$ cat src/rtl/i2cm_pkg.sv
package i2cm_pkg;
  typedef enum logic [2:0] {
    ST_IDLE, ST_START, ST_WAIT, ST_LOW, ST_HIGH, ST_STOP1, ST_STOP2, ST_STOP3
  } eng_st_t;

  // control word bit positions
  localparam int CB_IE   = 0;
  localparam int CB_MST  = 1;
  localparam int CB_TRS  = 2;
  localparam int CB_BUSY = 3;
  localparam int CB_SS   = 4;
  localparam int CB_FLAG = 5;
endpackage

$ cat src/rtl/i2cm_div.sv
module i2cm_div #(
  parameter int DIV = 4
) (
  input  logic clk,
  input  logic rst,
  input  logic run,
  output logic tick
);
  localparam int DW = (DIV > 2) ? $clog2(DIV) : 1;

  logic [DW-1:0] cnt;

  assign tick = run && (cnt == DW'(DIV - 1));

  always_ff @(posedge clk) begin
    if (rst || !run || tick) cnt <= '0;
    else                     cnt <= cnt + 1'b1;
  end
endmodule

$ cat src/rtl/i2cm_regs.sv
module i2cm_regs
  import i2cm_pkg::*;
#(
  parameter int NB = 8
) (
  input  logic          clk,
  input  logic          rst,
  input  logic          wr_en,
  input  logic          wr_sel,
  input  logic [NB-1:0] wr_data,
  input  logic          bus_busy,
  input  logic          ev_start,
  input  logic          ev_frame,
  input  logic          ack_bit,
  input  logic          take,
  input  logic          stop_take,
  output logic          start_req,
  output logic          stop_pend,
  output logic          dvalid,
  output logic [NB-1:0] dbuf,
  output logic          eof_flag,
  output logic          tx_ready,
  output logic          nack,
  output logic          irq
);
  logic ctl_wr, dat_wr, stop_req;
  logic ie_q, flag_q;

  assign ctl_wr    = wr_en && !wr_sel;
  assign dat_wr    = wr_en && wr_sel;
  assign start_req = ctl_wr && wr_data[CB_BUSY] && !wr_data[CB_SS] &&
                     wr_data[CB_MST] && wr_data[CB_TRS] && !bus_busy;
  assign stop_req  = ctl_wr && !wr_data[CB_BUSY] && !wr_data[CB_SS] && bus_busy;

  always_ff @(posedge clk) begin
    if (rst) begin
      ie_q      <= 1'b0;
      flag_q    <= 1'b0;
      tx_ready  <= 1'b0;
      nack      <= 1'b0;
      irq       <= 1'b0;
      dvalid    <= 1'b0;
      dbuf      <= '0;
      stop_pend <= 1'b0;
    end else begin
      if (ctl_wr) ie_q <= wr_data[CB_IE];

      if (ev_start || ev_frame)         flag_q <= 1'b1;
      else if (ctl_wr && !wr_data[CB_FLAG]) flag_q <= 1'b0;

      if (ev_frame) nack <= ack_bit;

      if (dat_wr) begin
        dbuf     <= wr_data;
        dvalid   <= 1'b1;
        tx_ready <= 1'b0;
      end else begin
        if (take) dvalid <= 1'b0;
        if (take || ev_start) tx_ready <= 1'b1;
      end

      if (stop_req)       stop_pend <= 1'b1;
      else if (stop_take) stop_pend <= 1'b0;

      irq <= ie_q && flag_q;
    end
  end

  assign eof_flag = flag_q;

  // the flag only rises because the engine reported a start or frame end
  a_r9_flag_source: assert property (@(posedge clk) disable iff (rst)
    $rose(flag_q) |-> $past(ev_start || ev_frame));
endmodule

$ cat src/rtl/i2cm_engine.sv
module i2cm_engine
  import i2cm_pkg::*;
#(
  parameter int NB = 8
) (
  input  logic          clk,
  input  logic          rst,
  input  logic          tick,
  input  logic          start_req,
  input  logic          stop_pend,
  input  logic          dvalid,
  input  logic [NB-1:0] dbuf,
  input  logic          sda_i,
  output logic          run,
  output logic          scl_q,
  output logic          sda_q,
  output logic          busy_q,
  output logic          ev_start,
  output logic          ev_frame,
  output logic          ack_bit,
  output logic          take,
  output logic          stop_take
);
  localparam int CW = $clog2(NB + 1);

  eng_st_t        st;
  logic [NB-2:0]  sh;
  logic [CW-1:0]  bcnt;

  assign run       = !(st == ST_IDLE || st == ST_WAIT);
  assign ev_start  = (st == ST_START) && tick;
  assign ev_frame  = (st == ST_LOW) && tick && (bcnt == CW'(NB));
  assign ack_bit   = sda_i;
  assign take      = (st == ST_WAIT) && dvalid;
  assign stop_take = (st == ST_WAIT) && !dvalid && stop_pend;

  always_ff @(posedge clk) begin
    if (rst) begin
      st     <= ST_IDLE;
      scl_q  <= 1'b1;
      sda_q  <= 1'b1;
      busy_q <= 1'b0;
      sh     <= '0;
      bcnt   <= '0;
    end else begin
      unique case (st)
        ST_IDLE: if (start_req) begin
          st     <= ST_START;
          sda_q  <= 1'b0;
          busy_q <= 1'b1;
        end
        ST_START: if (tick) begin
          st    <= ST_WAIT;
          scl_q <= 1'b0;
        end
        ST_WAIT: if (dvalid) begin
          sh    <= dbuf[NB-2:0];
          sda_q <= dbuf[NB-1];
          bcnt  <= '0;
          st    <= ST_LOW;
        end else if (stop_pend) begin
          sda_q <= 1'b0;
          st    <= ST_STOP1;
        end
        ST_LOW: if (tick) begin
          scl_q <= 1'b1;
          st    <= ST_HIGH;
        end
        ST_HIGH: if (tick) begin
          scl_q <= 1'b0;
          if (bcnt == CW'(NB)) begin
            st <= ST_WAIT;
          end else begin
            bcnt  <= bcnt + 1'b1;
            sda_q <= (bcnt == CW'(NB - 1)) ? 1'b1 : sh[NB-2];
            sh    <= {sh[NB-3:0], 1'b0};
            st    <= ST_LOW;
          end
        end
        ST_STOP1: if (tick) begin
          scl_q <= 1'b1;
          st    <= ST_STOP2;
        end
        ST_STOP2: if (tick) begin
          sda_q <= 1'b1;
          st    <= ST_STOP3;
        end
        ST_STOP3: if (tick) begin
          busy_q <= 1'b0;
          st     <= ST_IDLE;
        end
        default: st <= ST_IDLE;
      endcase
    end
  end

  // SDA moves under a high SCL only when entering START or the STOP release
  a_r4_sda_quiet: assert property (@(posedge clk) disable iff (rst)
    (scl_q && $past(scl_q) && (sda_q != $past(sda_q))) |->
      (st == ST_START || st == ST_STOP3));
endmodule

$ cat src/rtl/i2cm_tx.sv
module i2cm_tx #(
  parameter int DIV = 4,
  parameter int NB  = 8
) (
  input  logic          clk,
  input  logic          rst,
  input  logic          wr_en,
  input  logic          wr_sel,
  input  logic [NB-1:0] wr_data,
  input  logic          sda_i,
  output logic          scl_o,
  output logic          sda_o,
  output logic          bus_busy,
  output logic          eof_flag,
  output logic          tx_ready,
  output logic          nack,
  output logic          irq
);
  logic          tick, run;
  logic          start_req, stop_pend, dvalid;
  logic [NB-1:0] dbuf;
  logic          ev_start, ev_frame, ack_bit, take, stop_take;

  i2cm_div #(.DIV(DIV)) u_div (
    .clk(clk), .rst(rst), .run(run), .tick(tick)
  );

  i2cm_regs #(.NB(NB)) u_regs (
    .clk(clk), .rst(rst), .wr_en(wr_en), .wr_sel(wr_sel), .wr_data(wr_data),
    .bus_busy(bus_busy), .ev_start(ev_start), .ev_frame(ev_frame),
    .ack_bit(ack_bit), .take(take), .stop_take(stop_take),
    .start_req(start_req), .stop_pend(stop_pend), .dvalid(dvalid), .dbuf(dbuf),
    .eof_flag(eof_flag), .tx_ready(tx_ready), .nack(nack), .irq(irq)
  );

  i2cm_engine #(.NB(NB)) u_eng (
    .clk(clk), .rst(rst), .tick(tick), .start_req(start_req),
    .stop_pend(stop_pend), .dvalid(dvalid), .dbuf(dbuf), .sda_i(sda_i),
    .run(run), .scl_q(scl_o), .sda_q(sda_o), .busy_q(bus_busy),
    .ev_start(ev_start), .ev_frame(ev_frame), .ack_bit(ack_bit),
    .take(take), .stop_take(stop_take)
  );

  // bus turns busy exactly when the START pattern appears
  a_r3_start_lines: assert property (@(posedge clk) disable iff (rst)
    $rose(bus_busy) |-> (!sda_o && scl_o));

  // bus is released with both lines high
  a_r10_release: assert property (@(posedge clk) disable iff (rst)
    $fell(bus_busy) |-> (scl_o && sda_o));

  // end of frame flag coincides with SCL high on the ninth clock
  a_r5_flag_on_rise: assert property (@(posedge clk) disable iff (rst)
    ev_frame |=> (scl_o && eof_flag));
endmodule

$ cat config.mk
export PLATFORM = sky130hd
export DESIGN_NAME = i2cm_tx
export DESIGN_NICKNAME = d
export VERILOG_FILES = /design/src/rtl/i2cm_pkg.sv /design/src/rtl/i2cm_div.sv /design/src/rtl/i2cm_regs.sv /design/src/rtl/i2cm_engine.sv /design/src/rtl/i2cm_tx.sv
export SDC_FILE = /design/constraint.sdc
export NUM_CORES = 1
export LEC_CHECK = 0
export BUFFER_PORTS_ARGS = -buffer_cell sky130_fd_sc_hd__buf_4
export CAP_MARGIN = 20
export CORE_AREA = 2 2 60 62
export DETAILED_ROUTE_END_ITERATION = 6
export DIE_AREA = 0 0 62 64
export HOLD_SLACK_MARGIN = 0.08
export PLACE_DENSITY = 0.73
export SLEW_MARGIN = 30
export SYNTH_ARGS = -nofsm -noshare
export SYNTH_HDL_FRONTEND = slang
export SYNTH_SLANG_ARGS = --single-unit
$ cat constraint.sdc
create_clock -name clk -period 1.7 [get_ports clk]
set_input_delay 0.34 -clock clk [delete_from_list [all_inputs] [get_ports clk]]
set_output_delay 0.34 -clock clk [all_outputs]
set_load 0.03 [all_outputs]
==> summary.md, run 1 <==
| Metric | Value |
|---|---|
| Detail Route Antenna Nets | `0` |
| Outcome | `complete, no violations` |
| All-layer global routing usage | `a little under a fifth` |
| Max cap viols | `0` |
| Die ar. | `around 4000 um2` |
| CTS tree | `done` |
| Pleak | `0.0006759 uW` |
| Worst hold path class | `in -> reg` |
| Setup ws final | `0.08255 ns` |
| Register cell area after layout | `between 600 and 700 um2` |
| Post-synth ARST share | `0%` |
| Arrival time worst endpoint | `1.89 ns` |
| Mapped cell area | `1558 um2` |
| Slew HR | `between 60% and 70%` |
| Placed cell area | `around 1700 um2` |
| H-tree depth | `2` |
| Post-DP HPWL | `roughly 2500 um` |
| First-pass DRT Iterations | `4` |
| Multi-input logic area | `814.5 um2` |
| Place WS | `-0.03282 ns` |
| Initial antenna violation count | `0` |
| Clk pin slew, worst setup/hold paths | `about 0.1 ns` |
| Worst Max-Slew Pin Slew | `0.5213 ns` |
| Die Ht | `approximately 64 um` |
| Peak VDD IR | `around 0.54 mV` |
| Residual DRC | `0` |
| Post-Route Skew | `roughly 0.0053 ns` |
| Synth Warn # | `0` |
| Reg2reg setup slack | `slightly above 0.08 ns` |
| Placer Congestion | `roughly 0.84` |
| Syn-to-layout area delta | `17.67%` |
| Syn Nets | `between 150 and 200` |
| Number of global-route vias before repair | `around 1.3k` |
| Ratio of cells with drive above 1 in the final layout | `roughly a fifth` |
| Fmax | `618.3 MHz` |
| Area of the core | `3284 um2` |
| Post-synth top area cell | `dfxtp_1` |
| Clock buffer depth | `2` |
| Post-synthesis sequential area ratio | `43.69%` |
| Share of the synthesized area in the top cell type | `approximately 44%` |
| Syn Area/Cell | `about 8.7 um2` |
| Largest net degree at the start of global routing | `32` |
| Crit path kind | `reg -> reg` |
| Die outline width | `about 62 um` |
| Tmin final | `approximately 1.6 ns` |
| Vias per inst | `5.440` |
| Clock sink count | `34` |
| DR vias | `~1.3k` |
| Most common cell in the synthesized netlist | `dfxtp_1` |
| PnR Total Power | `about 1500 uW` |
| Final setup viols | `0` |
| Initial Utilization | `a little under half` |
| DR WL/cell | `13.44 um` |
| Fillers | `about 300` |
| # Post-CTS Setup Buffers | `0` |
| EDFF count, synth | `0` |
| CTS buffer count | `5` |
| Post-synth top cells | `dfxtp_1 (34), nand2_1 (25), a21oi_1 (17)` |
| Fin Setup TNS | `0 ns` |
| Final hold vios | `0` |
| Cell area power density | `791.4 nW/um2` |
| Post-route cell area | `approximately 1800 um2` |
| Placed cells | `between 200 and 250` |
| Crit share post-route | `a little over nine tenths` |
| Syn Inst Count | `179` |
| NumNets Final | `approximately 220` |
| Post-route insts no fill | `approximately 250` |
| Max Slew Vio Count | `0` |
| # port buffers | `19` |
| Seq cells post-synth | `34` |
| Main synth FF type | `dfxtp_1` |
| Hold buffer count at CTS | `0` |
| ANT cells | `0` |
| Critical path startpoint category | `register` |
| Skew-Pair Late Insertion Delay | `~0.34 ns` |
| Gr ovfl total | `0` |
| Worst Setup End Kind | `register` |
| # IOs | `20` |
| Netlist cell types | `43` |
| Row count | `21` |
| Synth area leaders | `dfxtp_1 (44%), nand2_1 (6.0%), mux2i_1 (5.8%), a21oi_1 (5.5%), nor2_1 (3.4%)` |
| Worst Path Required | `1.98 ns` |
| Critical path peak fanout | `6` |
| DR iter-0 viols | `86` |
| Final wirelength | `3334 um` |
| Root buffer cell | `clkbuf_4` |
| First-pass GRT wire length | `5492 um` |
[metal layers]
| layer | global-route usage [%] | wire length, um | vias to the layer above | part of all wire (%) |
|---|---|---|---|---|
| li1 | - | - | 682 | - |
| met1 | 22.42 | 1451 | 643 | 44 |
| met2 | 30.08 | 1728 | 20 | 52 |
| met3 | 4.858 | 122 | 4 | 3.7 |
| met4 | 6.383 | 31 | 0 | 0.93 |
| met5 | 0 | 0 | - | 0 |
[power by group]
part	total (uW)	switching (uW)	leakage (uW)	internal, uW
sequential	839	19.9	0.000277	820
combinational	147	81.5	0.000364	65.2
clock	464	264	0.0000353	200
total	1450	366	0.000676	1080
[cells in the final DEF (no fill, tap or decap), types with 2 or more instances in the layout]
| cell type | instances |
|---|---|
| nor4_1 | 3 |
| nor3_1 | 4 |
| o21a_1 | 2 |
| mux2i_1 | 9 |
| inv_1 | 6 |
| o21ai_0 | 6 |
| nor2b_1 | 3 |
| and2_1 | 2 |
| dfxtp_1 | 32 |
| buf_4 | 26 |
| nor4b_1 | 3 |
| nor2_1 | 14 |
| a21oi_1 | 17 |
| clkbuf_4 | 5 |
| dfxtp_2 | 2 |
| nand2_1 | 25 |
| a211oi_1 | 6 |
| nand3b_1 | 3 |
| ha_1 | 3 |
| nand3_1 | 7 |
[cell type report]
type                       count  share of cell area [%]
multi-input combinational    128                   44.44
sequential                    34                   37.27
timing repair buffer          26                   10.65
tap                           46                   3.140
clock buffer                   7                   3.003
inverter                       6                   1.229
clock inverter                 1                  0.2730
[flip-flops by register name (all words and copies together), names as in the netlist]
name / cells
u_div.cnt: 2
u_regs.irq: 1
u_regs.stop_pend: 1
u_eng.sh: 7
u_regs.ie_q: 1
u_regs.dbuf: 8
u_eng.st: 3
u_regs.nack: 1
u_eng.bcnt: 4
u_eng.busy_q: 1
u_regs.eof_flag: 1
u_regs.dvalid: 1
u_eng.sda_q: 1
u_regs.tx_ready: 1
u_eng.scl_q: 1
[logic make-up after synthesis]
kind of cell,after synthesis,synth area share (%)
AOI/OAI and AO/OA,44,19.20
adders and majority gates,3,2.410
DFF,34,43.69
muxes,10,6.506
buffers and inverters,17,5.462
and+or+nand+nor,71,22.73
[worst paths after layout]
path,from,to,depth (start not counted)
worst max-delay path,u_eng.bcnt[0],u_eng.bcnt[3],6
worst min-delay path,sda_i,u_regs.nack,3
worst max register to register,u_eng.bcnt[0],u_eng.bcnt[3],6
worst min register to register,u_div.cnt[0],u_div.cnt[0],1
[worst max-delay path, stage by stage (launching register included)]
cell	delay, ns
dfxtp_2	0.36
inv_1	0.06
ha_1	0.19
nand3b_1	0.23
a41oi_4	0.19
or3_1	0.38
a21boi_1	0.15
[what timing repair did]
item | CTS | global route
endpoints found under the setup margin | 6 | 5
cloned | 0 | 0
resized for setup | 1 | 4
[metrics by stage]
stage	hold WS, ns	utilization, %
finish	0.2323	55.81
global route	0.2317	55.81
CTS	0.2339	55.09
detailed placement	0.4331	53.22
global placement	0.4166	53.22
floorplan	0.4072	-
No activity file was read; power rests on OpenSTA's default activity.
==> run 2: changes to the inputs <==
--- a/config.mk
+++ b/config.mk
@@ -7,12 +7,14 @@
 export LEC_CHECK = 0
 export BUFFER_PORTS_ARGS = -buffer_cell sky130_fd_sc_hd__buf_4
 export CAP_MARGIN = 20
-export CORE_AREA = 2 2 60 62
+export CORE_AREA = 2 2 62 64
 export DETAILED_ROUTE_END_ITERATION = 6
-export DIE_AREA = 0 0 62 64
+export DIE_AREA = 0 0 64 66
 export HOLD_SLACK_MARGIN = 0.08
 export PLACE_DENSITY = 0.73
 export SLEW_MARGIN = 30
 export SYNTH_ARGS = -nofsm -noshare
 export SYNTH_HDL_FRONTEND = slang
+export SYNTH_HIERARCHICAL = 1
 export SYNTH_SLANG_ARGS = --single-unit
+export TNS_END_PERCENT = 20
==> summary.md, run 2 <==
| Metric | Value |
|---|---|
| PnR Total Power | `roughly 1400 uW` |
| Outcome | `complete, no violations` |
| Crit path kind | `reg -> reg` |
| Clock buffer depth | `2` |
| Slowest cell on the critical path | `dfxtp_2` |
| ANT cells | `0` |
| Share of the synthesized area in the top cell type | `40.84%` |
| Die Ht | `approximately 66 um` |
| Synth Warn # | `6` |
| Clock power share | `about a third` |
| First-pass GRT wire length | `between 6000 and 7000 um` |
| Die outline width | `64 um` |
| Placer Congestion | `around 0.86` |
| CP startpoint | `u_eng/st[2]` |
| Post-synth ARST share | `0%` |
| Root buffer cell | `clkbuf_4` |
| Net Sw Frac | `~23%` |
| Post-synth top cells | `dfxtp_1 (34), nand2_1 (21), a21oi_1 (19)` |
| Ratio of cells with drive above 1 in the final layout | `between 20% and 30%` |
| Largest net degree at the start of global routing | `34` |
| H-tree depth | `2` |
| Vias per inst | `about 5.5` |
| Seq cells post-synth | `34` |
| Commonest non-fill, non-tap cell in the layout | `dfxtp_1` |
| Critical path peak fanout | `8` |
| Mapped cell area | `about 1700 um2` |
| Peak VDD IR | `roughly 0.55 mV` |
| Critical path startpoint category | `register` |
| Hold buffer count at CTS | `0` |
| Slowest stage delay, CP | `around 0.33 ns` |
| Worst hold path class | `in -> reg` |
| All-layer global routing usage | `between 10% and 20%` |
| Post-DP HPWL | `around 2500 um` |
| Fin util | `a little under three fifths` |
| Reg-to-Reg Start | `u_eng/st[2]` |
| Place WS | `-0.02488 ns` |
| Largest registers | `u_regs/dbuf (8), u_eng/sh (7), u_eng/bcnt (4)` |
| Netlist cell types | `between 40 and 50` |
| Final hold vios | `0` |
| Fmax | `610.8 MHz` |
| Pint | `roughly 1000 uW` |
| Reg2reg setup slack | `around 0.063 ns` |
| Final wirelength | `about 3600 um` |
| Post-Route Skew | `slightly above 0.01 ns` |
| Initial Utilization | `a little under half` |
| Combinational cell fraction of total power | `under 10%` |
| Syn Area/Cell | `roughly 9 um2` |
| CTS buffer count | `5` |
| Max cap viols | `0` |
| Syn Inst Count | `roughly 180` |
| Number of flip-flops in the largest register | `8` |
| # port buffers | `19` |
| Synth area leaders | `dfxtp_1 (41%), mux2i_1 (6.6%), a21oi_1 (5.7%), nand2_1 (4.7%), a211oi_2 (4.5%)` |
| Detail Route Antenna Nets | `0` |
| DR WL/cell | `13.73 um` |
| Skew-Pair Late Insertion Delay | `around 0.34 ns` |
| Arrival time worst endpoint | `1.85 ns` |
| Syn Nets | `200` |
| NumNets Final | `roughly 230` |
| CTS tree | `done` |
| Gr ovfl total | `0` |
| Max Slew Vio Count | `0` |
| Clk pin slew, worst setup/hold paths | `about 0.10 ns` |
| Post-synth top area cell | `dfxtp_1` |
| Most common cell in the synthesized netlist | `dfxtp_1` |
| CP Capture Point | `u_eng/sh[2]` |
| Slew HR | `around 73%` |
| Final setup viols | `0` |
| Worst Path Required | `~1.9 ns` |
| Area of the core | `between 3000 and 4000 um2` |
| Residual DRC | `0` |
| Sequential fraction of design power | `between 50 and 60%` |
| RR Endpoint | `u_eng/sh[2]` |
| Tmin final | `roughly 1.6 ns` |
| Post-synthesis sequential area ratio | `roughly 41%` |
| DR vias | `~1.4k` |
| Post-route insts no fill | `about 260` |
| Main synth FF type | `dfxtp_1` |
| Number of global-route vias before repair | `between 1k and 1.5k` |
| First-pass DRT Iterations | `7` |
| Syn-to-layout area delta | `19.29%` |
| # Post-CTS Setup Buffers | `0` |
| DR iter-0 viols | `34` |
| Worst Setup End Kind | `register` |
| # IOs | `20` |
| Row count | `22` |
| Cell area power density | `approximately 690 nW/um2` |
| Pleak | `~0.00081 uW` |
| R2r worst-path depth | `6` |
| Setup ws final | `about 0.063 ns` |
| Placed cells | `between 200 and 300` |
| Initial antenna violation count | `0` |
| Sw Pwr | `about 320 uW` |
| EDFF count, synth | `0` |
| Clock sink count | `34` |
| Worst Max-Slew Pin Slew | `0.4057 ns` |
| CP cell instances | `or2_1, and2_4, and4bb_2, buf_4, a211oi_1, a211oi_2` |
| Largest register by flop count | `u_regs/dbuf` |
| Crit share post-route | `roughly 96%` |
| Die ar. | `4224 um2` |
| Most frequent cells in the layout | `dfxtp_1 (33), buf_4 (32), nand2_1 (21), a21oi_1 (17), mux2i_1 (11)` |
run 2: cells by family after synthesis:
family / synth area share (%)
and+or+nand+nor: 25.90
DFF: 40.84
AOI/OAI and AO/OA: 18.92
muxes: 6.607
buffers and inverters: 5.479
adders and majority gates: 2.252
run 2: what timing repair did:
action                     in CTS  in global routing
pin swaps                       0                  3
resized for setup               3                  7
hold endpoints to repair        0                  0
setup endpoints to repair       8                 10
run 2: worst min-delay path by stage:
stage                      start        endpoint  slack [ns]  cells after the start
global route          wr_data[2]  u_regs/dbuf[2]        0.23                      3
finish                     sda_i     u_regs/nack        0.24                      3
detailed placement   u_regs/ie_q      u_regs/irq        0.43                      2
floorplan                    rst  u_regs/dbuf[1]        0.41                      1
CTS                        sda_i     u_regs/nack        0.23                      3
global placement    u_div/cnt[0]    u_div/cnt[0]        0.43                      1
run 2: metrics by stage:
step	hold WS (ns)	cell area (um2)	setup TNS [ns]
2_1_floorplan	0.4091	1667	-0.2275
3_3_place_gp	0.4268	1894	0
3_5_place_dp	0.4298	1894	-0.04114
4_1_cts	0.2349	1962	0
5_1_grt	0.2328	1988	-0.001180
6_report	0.2396	1988	0
run 2: metal layers:
layer  global-route usage, %  routed length (um)
met1                   23.75                1726
met2                   30.21                1649
met3                   5.622                 130
met4                   5.707                  50
met5                       0                   0
run 2: power by group through the flow:
stage	clock network [uW]	registers [uW]	logic (uW)
6_report	463	816	86.7
3_5_place_dp	0	835	86.8
5_1_grt	519	818	96.1
4_1_cts	482	816	87.0
2_1_floorplan	0	834	44.3
3_3_place_gp	0	834	86.1
run 2: critical path: cells and delay by family, from the launching register on:
kind            cells  cell delay (ns)
simple gates        3             0.66
buf+inv             1             0.17
compound gates      2             0.36
flops               1             0.33
run 2: final cells by class:
cell class                      count  area (um2)
Timing Repair Buffer               32       240.2
Fill cell                         338        1563
Sequential cell                    34       681.9
Tap cell                           48       60.06
Inverter                            5       18.77
Multi-Input combinational cell    132       927.1
Clock buffer                        7       55.05
Clock inverter                      1       5.005
